[config.mk]
export PLATFORM = sky130hd
export DESIGN_NAME = mac_acc52
export DESIGN_NICKNAME = d
export VERILOG_FILES = /design/src/rtl/mac_pkg.sv /design/src/rtl/mac_dly.sv /design/src/rtl/mac_mult.sv /design/src/rtl/mac_accum.sv /design/src/rtl/mac_acc52.sv
export SDC_FILE = /design/constraint.sdc
export NUM_CORES = 1
export LEC_CHECK = 0
export ABC_CLOCK_PERIOD_IN_PS = 11400
export BUFFER_PORTS_ARGS = -buffer_cell sky130_fd_sc_hd__buf_4
export CAP_MARGIN = 0
export CORE_MARGIN = 1
export CORE_UTILIZATION = 40
export DETAILED_ROUTE_END_ITERATION = 10
export GPL_TIMING_DRIVEN = 1
export RECOVER_POWER = 50
export SLEW_MARGIN = 10
export SYNTH_ARGS = -nofsm -noshare
export SYNTH_HDL_FRONTEND = slang
export SYNTH_SLANG_ARGS = --single-unit
export TNS_END_PERCENT = 20
[constraint.sdc]
create_clock -name clk -period 11.4 [get_ports clk]
set_input_delay 2.85 -clock clk [delete_from_list [all_inputs] [get_ports clk]]
set_output_delay 2.85 -clock clk [all_outputs]
set_load 0.1 [all_outputs]
[src/rtl/mac_pkg.sv]
package mac_pkg;
    localparam int A_W    = 18;
    localparam int B_W    = 18;
    localparam int ACC_W  = 52;
    localparam int PROD_W = A_W + B_W + 2;   // sign-extended operand product
    localparam int GUARD  = ACC_W - PROD_W;
    localparam int MSB    = ACC_W - 1;

    typedef struct packed {
        logic [A_W-1:0] a;
        logic [B_W-1:0] b;
        logic           a_sgn;
        logic           b_sgn;
    } opnd_t;

    typedef struct packed {
        logic add;
        logic load;
    } ctrl_t;

    typedef struct packed {
        logic [ACC_W-1:0] val;
        logic             sgn;
    } prod_t;

    typedef struct packed {
        logic [ACC_W-1:0] val;
        logic             ovf;
    } step_t;

    // Exact product, each operand widened by one bit according to its flag.
    function automatic logic [ACC_W-1:0] full_product(opnd_t o);
        logic signed [A_W:0]      ea;
        logic signed [B_W:0]      eb;
        logic signed [PROD_W-1:0] pr;
        ea = {o.a_sgn & o.a[A_W-1], o.a};
        eb = {o.b_sgn & o.b[B_W-1], o.b};
        pr = ea * eb;
        return {{GUARD{pr[PROD_W-1]}}, pr};
    endfunction

    // One accumulation step with range check.
    function automatic step_t acc_step(logic [ACC_W-1:0] fb, logic [ACC_W-1:0] p,
                                       logic sgn, logic add);
        logic [ACC_W:0] s;
        step_t r;
        if (add) s = {1'b0, fb} + {1'b0, p};
        else     s = {1'b0, fb} - {1'b0, p};
        r.val = s[ACC_W-1:0];
        if (sgn) begin
            if (add) r.ovf = (fb[MSB] == p[MSB]) && (r.val[MSB] != fb[MSB]);
            else     r.ovf = (fb[MSB] != p[MSB]) && (r.val[MSB] != fb[MSB]);
        end else begin
            r.ovf = s[ACC_W];   // carry on add, borrow on subtract
        end
        return r;
    endfunction
endpackage

[src/rtl/mac_dly.sv]
module mac_dly #(
    parameter int N = 1,
    parameter int W = 1
) (
    input  logic         clk,
    input  logic         rst,
    input  logic [W-1:0] d,
    output logic [W-1:0] q
);
    generate
        if (N == 0) begin : g_pass
            logic unused_clk_rst;
            assign unused_clk_rst = clk ^ rst;
            assign q = d;
        end else begin : g_regs
            logic [W-1:0] stage [N];
            always_ff @(posedge clk) begin
                if (rst) begin
                    for (int i = 0; i < N; i++) stage[i] <= '0;
                end else begin
                    stage[0] <= d;
                    for (int i = 1; i < N; i++) stage[i] <= stage[i-1];
                end
            end
            assign q = stage[N-1];
        end
    endgenerate
endmodule

[src/rtl/mac_mult.sv]
module mac_mult
    import mac_pkg::*;
(
    input  opnd_t o,
    output prod_t p
);
    always_comb begin
        p.val = full_product(o);
        p.sgn = o.a_sgn | o.b_sgn;
    end
endmodule

[src/rtl/mac_accum.sv]
module mac_accum
    import mac_pkg::*;
(
    input  logic             clk,
    input  logic             rst,
    input  prod_t            p,
    input  ctrl_t            c,
    output logic [ACC_W-1:0] acc,
    output logic             ovf
);
    logic [ACC_W-1:0] fb;
    step_t            nxt;

    always_comb begin
        fb  = c.load ? '0 : acc;
        nxt = acc_step(fb, p.val, p.sgn, c.add);
    end

    always_ff @(posedge clk) begin
        if (rst) begin
            acc <= '0;
            ovf <= 1'b0;
        end else begin
            acc <= nxt.val;
            ovf <= nxt.ovf;
        end
    end
endmodule

[src/rtl/mac_acc52.sv]
module mac_acc52
    import mac_pkg::*;
#(
    parameter int PIPE     = 0,
    parameter int CTRL_DLY = 1
) (
    input  logic             clk,
    input  logic             rst,
    input  logic [A_W-1:0]   op_a,
    input  logic [B_W-1:0]   op_b,
    input  logic             a_signed,
    input  logic             b_signed,
    input  logic             add_en,
    input  logic             load,
    output logic [ACC_W-1:0] acc_out,
    output logic             ovf
);
    localparam int OPW  = $bits(opnd_t);
    localparam int PRW  = $bits(prod_t);
    localparam int CTW  = $bits(ctrl_t);

    opnd_t opnd_in, opnd_q;
    prod_t prod_raw, prod_q;
    ctrl_t ctl_in, ctl_q;

    assign opnd_in = '{a: op_a, b: op_b, a_sgn: a_signed, b_sgn: b_signed};
    assign ctl_in  = '{add: add_en, load: load};

    mac_dly #(.N(1), .W(OPW)) u_inreg (
        .clk(clk), .rst(rst), .d(opnd_in), .q(opnd_q)
    );

    mac_mult u_mult (.o(opnd_q), .p(prod_raw));

    mac_dly #(.N(PIPE), .W(PRW)) u_pipe (
        .clk(clk), .rst(rst), .d(prod_raw), .q(prod_q)
    );

    mac_dly #(.N(CTRL_DLY), .W(CTW)) u_ctl (
        .clk(clk), .rst(rst), .d(ctl_in), .q(ctl_q)
    );

    mac_accum u_acc (
        .clk(clk), .rst(rst), .p(prod_q), .c(ctl_q),
        .acc(acc_out), .ovf(ovf)
    );
endmodule

Yosys cells after proc, flatten, opt, wreduce, memory -nomap -nowiden
Memory sizes are Yosys's and may differ from the RTL's.
Cells that the tools add are included.
- flip-flop bits (word level): 53
- RAM bits: 40
- output and inout bits: 53
- memories kept: 2
- add/sub/neg operators: 2
- $mul: 1
- eq/ne operators: 3
- muxes and demuxes: 11
- bitwise gates (word level): 3
- reduce and logical (&&, ||, !) cells: 4
- memory list (memory ; words ; bits a word ; rd ports ; clocked after memory_dff ; write ports ; line ; text):
    u_inreg.g_regs.stage ; 1 ; 38 ; 1 ; 0 ; 1 ; mac_dly.sv:16 ; logic [W-1:0] stage [N];
    u_ctl.g_regs.stage ; 1 ; 2 ; 1 ; 0 ; 1 ; mac_dly.sv:16 ;
- operators with widths (cell ; count):
    52-bit by 52-bit adder with 53-bit output ; 1
    53-bit two-way mux ; 1
    52-bit by 52-bit subtractor with 53-bit output ; 1
    52-bit two-way mux ; 1
    19-bit by 19-bit multiplier with 38-bit output ; 1
    38-bit two-way mux ; 1
    38-bit OR reduction ; 1
    1-bit two-way mux ; 7
    1-bit bitwise AND ; 2
    1-bit logical AND ; 2
    2-bit two-way mux ; 1
    1-bit != test ; 2
    2-bit OR reduction ; 1
    1-bit == test ; 1
    1-bit bitwise OR ; 1

Logic depth before layout (Yosys ltp)
Gate-level depths: netlist of run 1.
- depth in word-level cells: 8
- depth in mapped cells: 43
- gate-level depth less buffers: 40

Cells and area by module
A second synthesis of run 1 with hierarchy kept.
- cell total of the unflattened synthesis: 2479
- area, all modules: 21386.8 um^2
- modules (own cells, without submodules) (module ; instances ; cells each ; area each (um^2)):
    mac_mult ; 1 ; 1539 ; 13802.0
    mac_accum ; 1 ; 803 ; 5921.9
    mac_dly (u_inreg) ; 1 ; 80 ; 1212.4
    mac_dly (u_pipe) ; 1 ; 53 ; 397.9
    mac_dly (u_ctl) ; 1 ; 4 ; 52.6

Worst setup path after synthesis of run 1
No wires, ideal clock.
- path type: reg2reg
- from: memory u_inreg.g_regs.stage[0][1] (netlist bit)
- to: register u_acc.ovf
- setup time: 0.123 ns
- arrival: 9.495 ns
- required time: 11.277 ns
- path slack: 1.782 ns
- cell stages (with the launch flop): 40
- buffers on the path: 2
- period minus slack after synthesis: 9.618 ns
- path through: dfxtp_1 > and2_0 > clkbuf_1 > nand2_1 > fa_1 > inv_1 > fa_1 > inv_1 > fa_1 > fa_1 > inv_1 > fa_1 > inv_1 > fa_1 > inv_1 > ha_1 > ha_1 > clkbuf_1 > (+4 left out) > a21oi_1 > o31ai_1 > nand2b_1 > xor2_1 > nand2_1 > o21ai_0 > ha_1 > a21oi_1 > o21bai_1 > a21o_1 > a21oi_1 > o21bai_1 > a2111oi_0 > o211ai_1 > o211ai_1 > xor2_1 > mux2i_1 > o22ai_1
- RTL lines (what ; line ; text):
    start, declared ; mac_dly.sv:16 ;
    end signal, assigned ; mac_accum.sv:25 ; ovf <= nxt.ovf;
    end, declared ; mac_accum.sv:9 ; output logic ovf

==> results of run 1 <==
[cells by family (layout without fill, tap and decap cells)]
kind of cell / after synthesis / in the layout / synth area share
compound gates: 338 / 338 / 0.110
xor+xnor: 119 / 119 / 0.0511
fa+ha+maj: 536 / 536 / 0.459
buf+inv: 523 / 566 / 0.0956
flops: 93 / 93 / 0.0901
mux: 6 / 6 / 0.00315
simple gates: 777 / 777 / 0.191
[area by class of cell]
type	count	area, sq um
fillers	5022	28300
multi-input cells	1776	16800
flip-flops and latches	93	1860
inverters	418	1570
repair buffers	133	860
well taps	672	841
clock buffers	9	225
clock inverters	6	53.8
[through the flow]
stage               hold WS (ps)  utilization
floorplan                    518            -
global placement             721        0.437
detailed placement           711        0.437
CTS                          718        0.442
global route                 752        0.440
finish                       686        0.440
[synth_stat cells (5+ instances only)]
library cell,n,area share
nor2_1,126,0.023
a21bo_1,7,0.0034
nand4_1,15,0.0045
nand2_1,252,0.046
o211ai_1,16,0.0058
xor2_1,49,0.021
a21oi_1,93,0.023
a31oi_1,14,0.0042
ha_1,166,0.10
a21o_1,37,0.013
nand3_1,24,0.0058
and4_1,5,0.0021
nand2b_1,8,0.0024
nor3_1,21,0.0051
clkbuf_1,101,0.018
o21a_1,13,0.0047
or2_2,10,0.0030
o21bai_1,19,0.0069
fa_1,370,0.36
dfxtp_1,93,0.090
nor4_1,7,0.0021
o31ai_1,7,0.0025
a211oi_1,13,0.0047
a2111oi_0,6,0.0025
o21ai_0,58,0.014
inv_1,417,0.076
and2_1,162,0.049
and3_1,18,0.0055
nor2b_1,105,0.032
xnor2_1,69,0.029
[tightest hold or removal path, cell delays in order (launching register included)]
cell	delay, ps
dfxtp_1	370
o21bai_1	190
o22ai_1	90
[state kept, by name, summed over array words and instances (netlist names)]
| signal | cells |
|---|---|
| u_ctl.g_regs.stage | 2 |
| u_acc.ovf | 1 |
| u_inreg.g_regs.stage | 38 |
| u_acc.acc | 52 |
[how the worst min path moves through the flow]
stage | from | end | cells past startpoint
after floorplan | u_inreg.g_regs.stage[0][0] | u_acc.ovf | 2
after global placement | u_inreg.g_regs.stage[0][0] | u_acc.ovf | 2
after detailed placement | u_inreg.g_regs.stage[0][0] | u_acc.ovf | 2
after CTS | u_inreg.g_regs.stage[0][0] | u_acc.ovf | 2
after global routing | u_inreg.g_regs.stage[0][0] | u_acc.ovf | 2
final | u_inreg.g_regs.stage[0][0] | u_acc.ovf | 2
[power by group through the flow]
stage	registers (mW)	logic [mW]	clock network (mW)
after global placement	0.492	3.74	0
final	0.485	3.74	0.315
after floorplan	0.983	2.40	0
after detailed placement	0.492	3.76	0
after global routing	0.497	4.12	0.340
after CTS	0.487	3.78	0.327
[cells in the final DEF (no fill, tap or decap), drive strengths merged, types with 15 or more instances in the layout]
master / n
a211oi: 16
a21o: 37
a21oi: 94
a31oi: 15
and2: 163
and3: 18
buf: 96
clkbuf: 46
dfxtp: 93
fa: 370
ha: 166
inv: 421
nand2: 252
nand3: 24
nand4: 16
nor2: 126
nor2b: 105
nor3: 22
o211ai: 17
o21ai: 63
o21bai: 19
xnor2: 69
xor2: 49
[metal layers]
metal	global-route usage	wire [microns]	up-vias
li1	-	-	7584
met1	0.284	23600	8101
met2	0.365	26800	351
met3	0.0330	2250	45
met4	0.0417	799	0
met5	0	0	-
[timing repair]
action | 4_1_cts | 5_1_grt
resized for setup | 0 | 4
setup endpoints to repair | 0 | 1
hold buffers | 0 | 0
==> run_results.csv, run 1 <==
group,metric,value,unit
die,pin_count,95,
power_and_ir_drop,intPower,1.86,mW
clock_tree,max-clock-path-buffers,2,
worst_setup_path,worstReg2RegEnd,"u_acc.ovf",
global_routing,grtUsageTotal,0.213,
outcome,outcome,"complete, but fails checks",
power_and_ir_drop,combinationalPowerShare,0.824,
yosys,synth_warnings,0,
timing,finalCriticalPeriod,10580,ps
route,ant_nets,0,
worst_setup_path,critPathMaxFanout,11,
timing,worstMarginPinSlew,3370,ps
die,fp.dieArea,0.0525,sq mm
worst_setup_path,crit_buf_inv,1,
clock_tree,cts_sinks,93,
yosys,netlist_instances,2392,
layout,area_delta_synth_final,7.68,%
yosys,synth_top_flop_cell,"dfxtp_1",
yosys,synth_cell_types,84,
timing,finalHoldViolCount,0,
timing,fin_skew,17.8,ps
route,wl_per_cell,17.2,microns
yosys,syn_area,0.0207,sq mm
worst_setup_path,path_class,"flop to flop",
yosys,ys_seq_area_frac,0.0901,
global_routing,grt_pass1_vias,17100,
clock_tree,worstSkewPairLatency,390,ps
die,die_x,229,microns
worst_setup_path,r2r_cells,33,
worst_setup_path,crit_end,"u_acc.ovf",
timing,maxSlewViolCount,69,
worst_setup_path,cp_slowest_stage_delay,760,ps
yosys,ys_async_sr_fraction,0,
layout,n_antenna_cell,0,
global_routing,grt_max_degree,69,
clock_tree,numCtsBuffers,9,
yosys,synth_nets,2970,
power_and_ir_drop,p_clk_frac,0.069,
place,place_area,0.0221,sq mm
global_routing,grt_overflow,0,
timing,period_share,0.928,
yosys,synth_edf_count,0,
place,dp_hpwl,45.7,mm
worst_setup_path,reg2reg_slack,820,ps
power_and_ir_drop,p_sw,2.68,mW
route,drtPass1Iterations,6,
route,viasPerCell,5.18,
worst_setup_path,end_kind,"flop",
power_and_ir_drop,power.share.switching,0.590,
layout,instances_no_fill,3107,
timing,slew_headroom,-1.25,
die,core_area,0.0506,sq mm
place,dp_slack,585,ps
timing,fin_setup_tns,0,ps
outcome,violations,"max-capacitance violations, max-slew violations",
global_routing,grt_pass1_wl,89.1,mm
route,drc_errors,0,
place,dp.cells,3092,
layout,nets,3009,
power_and_ir_drop,p_leak,11.0,nW
clock_tree,cts_tree,"built",
yosys,synth_area_per_cell,8.63,sq um
die,rows,82,
place,gp_congestion,0.888,
worst_setup_path,critPathLaunch,"u_inreg.g_regs.stage[0][1]",
worst_setup_path,cp_data_arrival_time,10870,ps
place,numPortBuffers,94,
worst_setup_path,crit_family,"adder cells",
yosys,ys_ff_latch,93,
timing,grt_setup_unrepaired,"false",
timing,setup_viol,0,
clock_tree,cts_setup_buffers,0,
die,start_util,0.408,
power_and_ir_drop,pwr_density_cell,204,mW/mm^2
worst_setup_path,r2r_start,"u_inreg.g_regs.stage[0][1]",
layout,final_area,0.0222,sq mm
layout,drive_above_1_share,0.0612,
worst_setup_path,crit_top_cell,"fa_1",
hold_path,timing.hold.worst.class,"flop to flop",
route,wl,53.5,mm
clock_tree,cts.htree.levels,3,
route,vias,16100,
power_and_ir_drop,p_seq_frac,0.107,
timing,postLayoutSetupSlackWorst,817,ps
clock_tree,path_clk_slew,90,ps
route,drt-initial-drc-count,910,
global_routing,antenna_found_initial,0,
die,chipHeight,229,microns
worst_setup_path,worstSetupStartpointType,"flop",
worst_setup_path,cp_num_cells,33,
power_and_ir_drop,irDropWorstVdd,0.206,mV
clock_tree,cts-root-buf,"clkbuf_16",
timing,fmax,94.5,MHz
worst_setup_path,cp_slowest_cell,"fa_1",
job,drv_cap,1,
power_and_ir_drop,p_total,4.54,mW
worst_setup_path,cp_data_required_time,11690,ps
Power figures use the tool's default switching activity.
==> inputs of run 2 (changes only) <==
--- a/config.mk
+++ b/config.mk
@@ -5,6 +5,7 @@
 export SDC_FILE = /design/constraint.sdc
 export NUM_CORES = 1
 export LEC_CHECK = 0
+export ABC_AREA = 1
 export ABC_CLOCK_PERIOD_IN_PS = 11400
 export BUFFER_PORTS_ARGS = -buffer_cell sky130_fd_sc_hd__buf_4
 export CAP_MARGIN = 0
==> run_results.csv, run 2 <==
group,metric,value,unit
route,vias,18700,
die,rows,85,
global_routing,grt_overflow,0,
worst_setup_path,end_kind,"flop",
yosys,synth_top_family_by_area,"adder cells",
clock_tree,worstSkewPairLatency,400,ps
timing,slew_headroom,-1.00,
yosys,ys_seq_area_frac,0.0845,
yosys,synth.most_common_cell,"inv_1",
yosys,synth_compound_gate_area_share,0.0747,
route,drt-initial-drc-count,1106,
timing,fin_skew,13.1,ps
timing,setup_viol,0,
clock_tree,cts_resized,0,
route,ant_nets,0,
layout,instances_no_fill,3906,
power_and_ir_drop,pwr_density_cell,196,mW/mm^2
die,fp.dieArea,0.0560,sq mm
timing,maxSlewViolCount,56,
route,drc_errors,0,
yosys,yosys.area_share.simple,0.220,
outcome,violations,"max-capacitance violations, max-slew violations",
worst_setup_path,cp_data_arrival_time,10220,ps
outcome,outcome,"complete, but fails checks",
timing,worstMarginPinSlew,3000,ps
place,dp_slack,1410,ps
global_routing,grt_pass1_vias,19200,
global_routing,grtUsageTotal,0.223,
route,wl_per_cell,15.1,microns
worst_setup_path,path_class,"flop to flop",
worst_setup_path,critPathMaxFanout,20,
place,numPortBuffers,94,
clock_tree,cts.htree.levels,3,
clock_tree,path_clk_slew,80,ps
clock_tree,max-clock-path-buffers,2,
yosys,synth_xor_area_frac,0.0244,
job,drv_cap,1,
route,drtPass1Iterations,5,
route,viasPerCell,4.78,
power_and_ir_drop,p_leak,13.9,nW
yosys,netlist_top_cells_count,"870 x inv_1, 776 x nand2_1, 370 x fa_1",
layout,drive_above_1_share,0.0464,
global_routing,grt_pass1_wl,98.8,mm
hold_path,timing.hold.worst.class,"flop to flop",
die,core_area,0.0541,sq mm
clock_tree,cts-root-buf,"clkbuf_16",
timing,finalHoldViolCount,0,
worst_setup_path,cp_data_required_time,11540,ps
layout,n_antenna_cell,0,
worst_setup_path,r2r_cells,43,
layout,final_common_cell,"inv_1",
worst_setup_path,worstSetupStartpointType,"flop",
layout,mostFrequentLayoutCells,"870 x inv_1, 776 x nand2_1, 370 x fa_1",
yosys,syn_area,0.0220,sq mm
worst_setup_path,cp_slowest_cell,"fa_1",
clock_tree,cts_sinks,93,
timing,postLayoutSetupSlackWorst,1320,ps
timing,grt_setup_unrepaired,"false",
yosys,ys_top_cells_by_area,"fa_1 34%, inv_1 15%, nand2_1 13%",
layout,nets,3783,
die,die_x,237,microns
global_routing,grt_max_degree,56,
yosys,synth_cell_types,45,
layout,largest_register_ffs,52,
worst_setup_path,cp_slowest_stage_delay,840,ps
timing,period_share,0.885,
timing,hold-worst-slack,651,ps
yosys,synthMuxAreaShare,0,
yosys,synth_adder_area_share,0.430,
clock_tree,cts_setup_buffers,0,
yosys,ys_ff_latch,93,
yosys,netlist_instances,3164,
place,dp_hpwl,50.3,mm
layout,regMostFlops,"u_acc.acc",
yosys,synth_warnings,0,
yosys,synth_area_per_cell,6.97,sq um
die,pin_count,95,
worst_setup_path,crit_top_cell,"nand2_1",
yosys,synth_top_area_frac,0.336,
die,chipHeight,237,microns
yosys,synth_nets,3742,
yosys,synth_top_flop_cell,"dfxtp_1",
die,start_util,0.407,
global_routing,antenna_found_initial,0,
place,dp.cells,3890,
hold_path,hold_depth,3,
clock_tree,cts_tree,"built",
clock_tree,numCtsBuffers,9,
timing,fmax,99.2,MHz
timing,finalCriticalPeriod,10080,ps
route,wl,58.9,mm
layout,area_delta_synth_final,7.52,%
layout,reg.largest.list,"u_acc.acc x52, u_inreg.g_regs.stage x38, u_ctl.g_regs.stage x2",
yosys,ys_async_sr_fraction,0,
place,gp_congestion,0.945,
yosys,synth_edf_count,0,
power_and_ir_drop,irDropWorstVdd,0.279,mV
timing,fin_setup_tns,0,ps
clock_tree,holdBufCountCts,0,
yosys,yosys.area.top_type,"fa_1",
==> run 2: cell types whose count changed after synthesis, sizes merged, moves of 50 or more <==
cell and delta:
nor2b -105, and2 -158, inv +458, nor2 +152, nand2 +532, nand3 +50
a21oi +55
==> run 2: through the flow <==
| stage | power [mW] | area (sq um) | utilization |
|---|---|---|---|
| finish | 4.64 | 23700 | 0.438 |
| global route | 5.13 | 23700 | 0.438 |
| CTS | 4.69 | 23800 | 0.440 |
| detailed placement | 4.30 | 23500 | 0.434 |
| global placement | 4.33 | 23500 | 0.434 |
| floorplan | 3.34 | 22000 | - |
==> run 2: layout make-up <==
type                            count  area [sq um]
Fill cell                        5739         30400
Multi-Input combinational cell   2097         16500
Inverter                          878          3300
Sequential cell                    93          1860
Tap cell                          696           871
Timing Repair Buffer              126           830
Clock buffer                        9           225
Clock inverter                      7          92.6
==> run 2: critical path, delay by kind of cell (launching register included) <==
family | cells | cell delay (ps)
simple gates | 23 | 3400
compound gates | 3 | 330
flops | 1 | 320
buf+inv | 8 | 1180
fa+ha+maj | 9 | 4570
==> run 2: kinds of logic after synthesis <==
family                     Yosys count
and+or+nand+nor                   1206
buffers and inverters              974
adders and majority gates          536
AOI/OAI and AO/OA                  298
DFF                                 93
xor gates and xnor gates            57
==> run 2: final timing paths <==
check	startpoint	slack, ps	end
setup / recovery	u_inreg.g_regs.stage[0][37]	1320	u_acc.ovf
hold / removal	u_inreg.g_regs.stage[0][0]	650	u_acc.ovf
setup reg to reg	u_inreg.g_regs.stage[0][37]	1320	u_acc.ovf
hold reg to reg	u_inreg.g_regs.stage[0][0]	650	u_acc.ovf
==> run 2: metal layers <==
| layer | up-vias | track usage | routed length, microns | share of wire |
|---|---|---|---|---|
| met4 | 0 | 0.0580 | 1140 | 0.019 |
| li1 | 9311 | - | - | - |
| met2 | 420 | 0.374 | 27600 | 0.47 |
| met3 | 62 | 0.0212 | 2550 | 0.043 |
| met5 | - | 0 | 0 | 0 |
| met1 | 8885 | 0.307 | 27600 | 0.47 |
==> run 2: report_power, final <==
group	switching [mW]	internal, mW
clock network	0.168	0.175
registers	0.0711	0.418
logic	2.70	1.11
total	2.94	1.71
==> inputs of run 3 (changes only) <==
==> constraint.sdc (replaced) <==
create_clock -name clk -period 11.4 [get_ports clk]
set_input_delay 0.57 -clock clk [delete_from_list [all_inputs] [get_ports clk]]
set_output_delay 0.57 -clock clk [all_outputs]
set_load 0.1 [all_outputs]
==> run_results.csv, run 3 (same netlist as run 2, synthesis figures left out) <==
group,metric,value,unit
route,drtPass1Iterations,6,
die,chipHeight,237,microns
power_and_ir_drop,pwr_density_cell,196,mW/mm^2
clock_tree,cts_sinks,93,
power_and_ir_drop,intPower,1.70,mW
clock_tree,numCtsBuffers,9,
timing,grt_setup_unrepaired,"false",
clock_tree,max-clock-path-buffers,2,
job,drv_cap,1,
global_routing,grt_max_degree,56,
clock_tree,cts_tree,"built",
timing,period_share,0.882,
clock_tree,path_clk_slew,80,ps
layout,reg.largest.list,"u_acc.acc x52, u_inreg.g_regs.stage x38, u_ctl.g_regs.stage x2",
route,viasPerCell,4.79,
place,dp.cells,3890,
die,pin_count,95,
power_and_ir_drop,p_clk_frac,0.074,
layout,drive_above_1_share,0.0455,
worst_setup_path,worstSetupStartpointType,"flop",
power_and_ir_drop,combinationalPowerShare,0.821,
timing,slew_headroom,-0.968,
timing,postLayoutSetupSlackWorst,1340,ps
power_and_ir_drop,irDropWorstVdd,0.279,mV
place,gp_congestion,0.945,
power_and_ir_drop,power.share.switching,0.633,
timing,worstMarginPinSlew,2950,ps
die,rows,85,
power_and_ir_drop,p_sw,2.94,mW
timing,fin_setup_tns,0,ps
clock_tree,cts-root-buf,"clkbuf_16",
clock_tree,cts.htree.levels,3,
route,wl_per_cell,15.1,microns
global_routing,grt_pass1_vias,19200,
worst_setup_path,end_kind,"flop",
global_routing,grt_overflow,0,
layout,mostFrequentLayoutCells,"870 x inv_1, 776 x nand2_1, 370 x fa_1",
hold_path,hold_depth,3,
outcome,outcome,"complete, but fails checks",
layout,regMostFlops,"u_acc.acc",
global_routing,grtUsageTotal,0.223,
layout,final_common_cell,"inv_1",
die,start_util,0.407,
layout,multi_input_area,0.0165,sq mm
outcome,violations,"max-capacitance violations, max-slew violations",
timing,finalHoldViolCount,0,
clock_tree,cts_setup_buffers,0,
worst_setup_path,cp_slowest_stage_delay,840,ps
worst_setup_path,critPathMaxFanout,20,
clock_tree,cts_resized,0,
global_routing,grt_pass1_wl,98.8,mm
worst_setup_path,cp_slowest_cell,"fa_1",
worst_setup_path,path_class,"flop to flop",
place,dp_hpwl,50.3,mm
route,drc_errors,0,
die,fp.dieArea,0.0560,sq mm
timing,setup_viol,0,
clock_tree,holdBufCountCts,0,
die,die_x,237,microns
route,ant_nets,0,
layout,area_delta_synth_final,7.47,%
die,core_area,0.0541,sq mm
layout,nets,3783,
worst_setup_path,crit_top_cell,"nand2_1",
worst_setup_path,r2r_cells,43,
timing,fin_skew,14.4,ps
layout,fillers,5741,
route,drt-initial-drc-count,1072,
worst_setup_path,cp_data_arrival_time,10200,ps
timing,fmax,99.4,MHz
route,wl,58.9,mm
place,dp_slack,1410,ps
worst_setup_path,cp_data_required_time,11540,ps
worst_setup_path,reg2reg_slack,1340,ps
layout,largest_register_ffs,52,
global_routing,antenna_found_initial,0,
power_and_ir_drop,p_leak,13.9,nW
layout,instances_no_fill,3906,
hold_path,timing.hold.worst.class,"primary input to flop",
layout,ff_latch_area,0.00186,sq mm
timing,maxSlewViolCount,56,
layout,n_antenna_cell,0,
timing,finalCriticalPeriod,10060,ps
power_and_ir_drop,p_seq_frac,0.105,
place,numPortBuffers,94,
clock_tree,worstSkewPairLatency,400,ps
route,vias,18700,
run 3: cell types whose count changed in the layout (fill, tap and decap cells not counted):
cell      before  now
clkbuf_1      31   34
buf_4         95   92
run 3: area by class of cell:
type,count,share of cell area
timing repair buffer,126,0.0346
clock buffer,9,0.00951
clock inverter,7,0.00391
inverter,878,0.139
sequential,93,0.0787
multi-input combinational,2097,0.697
tap,696,0.0368
run 3: through the flow:
| step | power, mW | cell area, sq um | util | hold WS [ps] |
|---|---|---|---|---|
| finish | 4.64 | 23700 | 0.437 | 367 |
| global route | 5.12 | 23700 | 0.437 | 364 |
| CTS | 4.69 | 23800 | 0.440 | 332 |
| detailed placement | 4.30 | 23500 | 0.434 | 660 |
| global placement | 4.33 | 23500 | 0.434 | 668 |
| floorplan | 3.34 | 22000 | - | 517 |
run 3: path summary, 6_finish.rpt:
| check | startpoint | to |
|---|---|---|
| worst min register to register | u_inreg.g_regs.stage[0][0] | u_acc.ovf |
| worst max register to register | u_inreg.g_regs.stage[0][37] | u_acc.ovf |
| worst min-delay path | op_a[3] | u_inreg.g_regs.stage[0][23] |
| worst max-delay path | u_inreg.g_regs.stage[0][37] | u_acc.ovf |
run 3: worst max-delay path: cells and delay by family, from the launching register on:
family                     cells  cell delay, ps
adders and majority gates      9            4570
and+or+nand+nor               23            3380
buffers and inverters          8            1180
AOI/OAI and AO/OA              3             330
DFF                            1             320
run 3: power groups by stage:
stage,logic (mW),clock network [mW],registers (mW)
2_1_floorplan,2.33,0,1.01
3_3_place_gp,3.83,0,0.498
3_5_place_dp,3.81,0,0.498
4_1_cts,3.84,0.361,0.492
5_1_grt,4.25,0.370,0.500
6_report,3.81,0.343,0.489
run 3: metal layers:
metal	wire length (microns)	global-route usage	up-vias	part of all wire
li1	-	-	9309	-
met1	27500	0.307	8904	0.47
met2	27600	0.374	429	0.47
met3	2610	0.0212	65	0.044
met4	1170	0.0580	0	0.020
met5	0	0	-	0
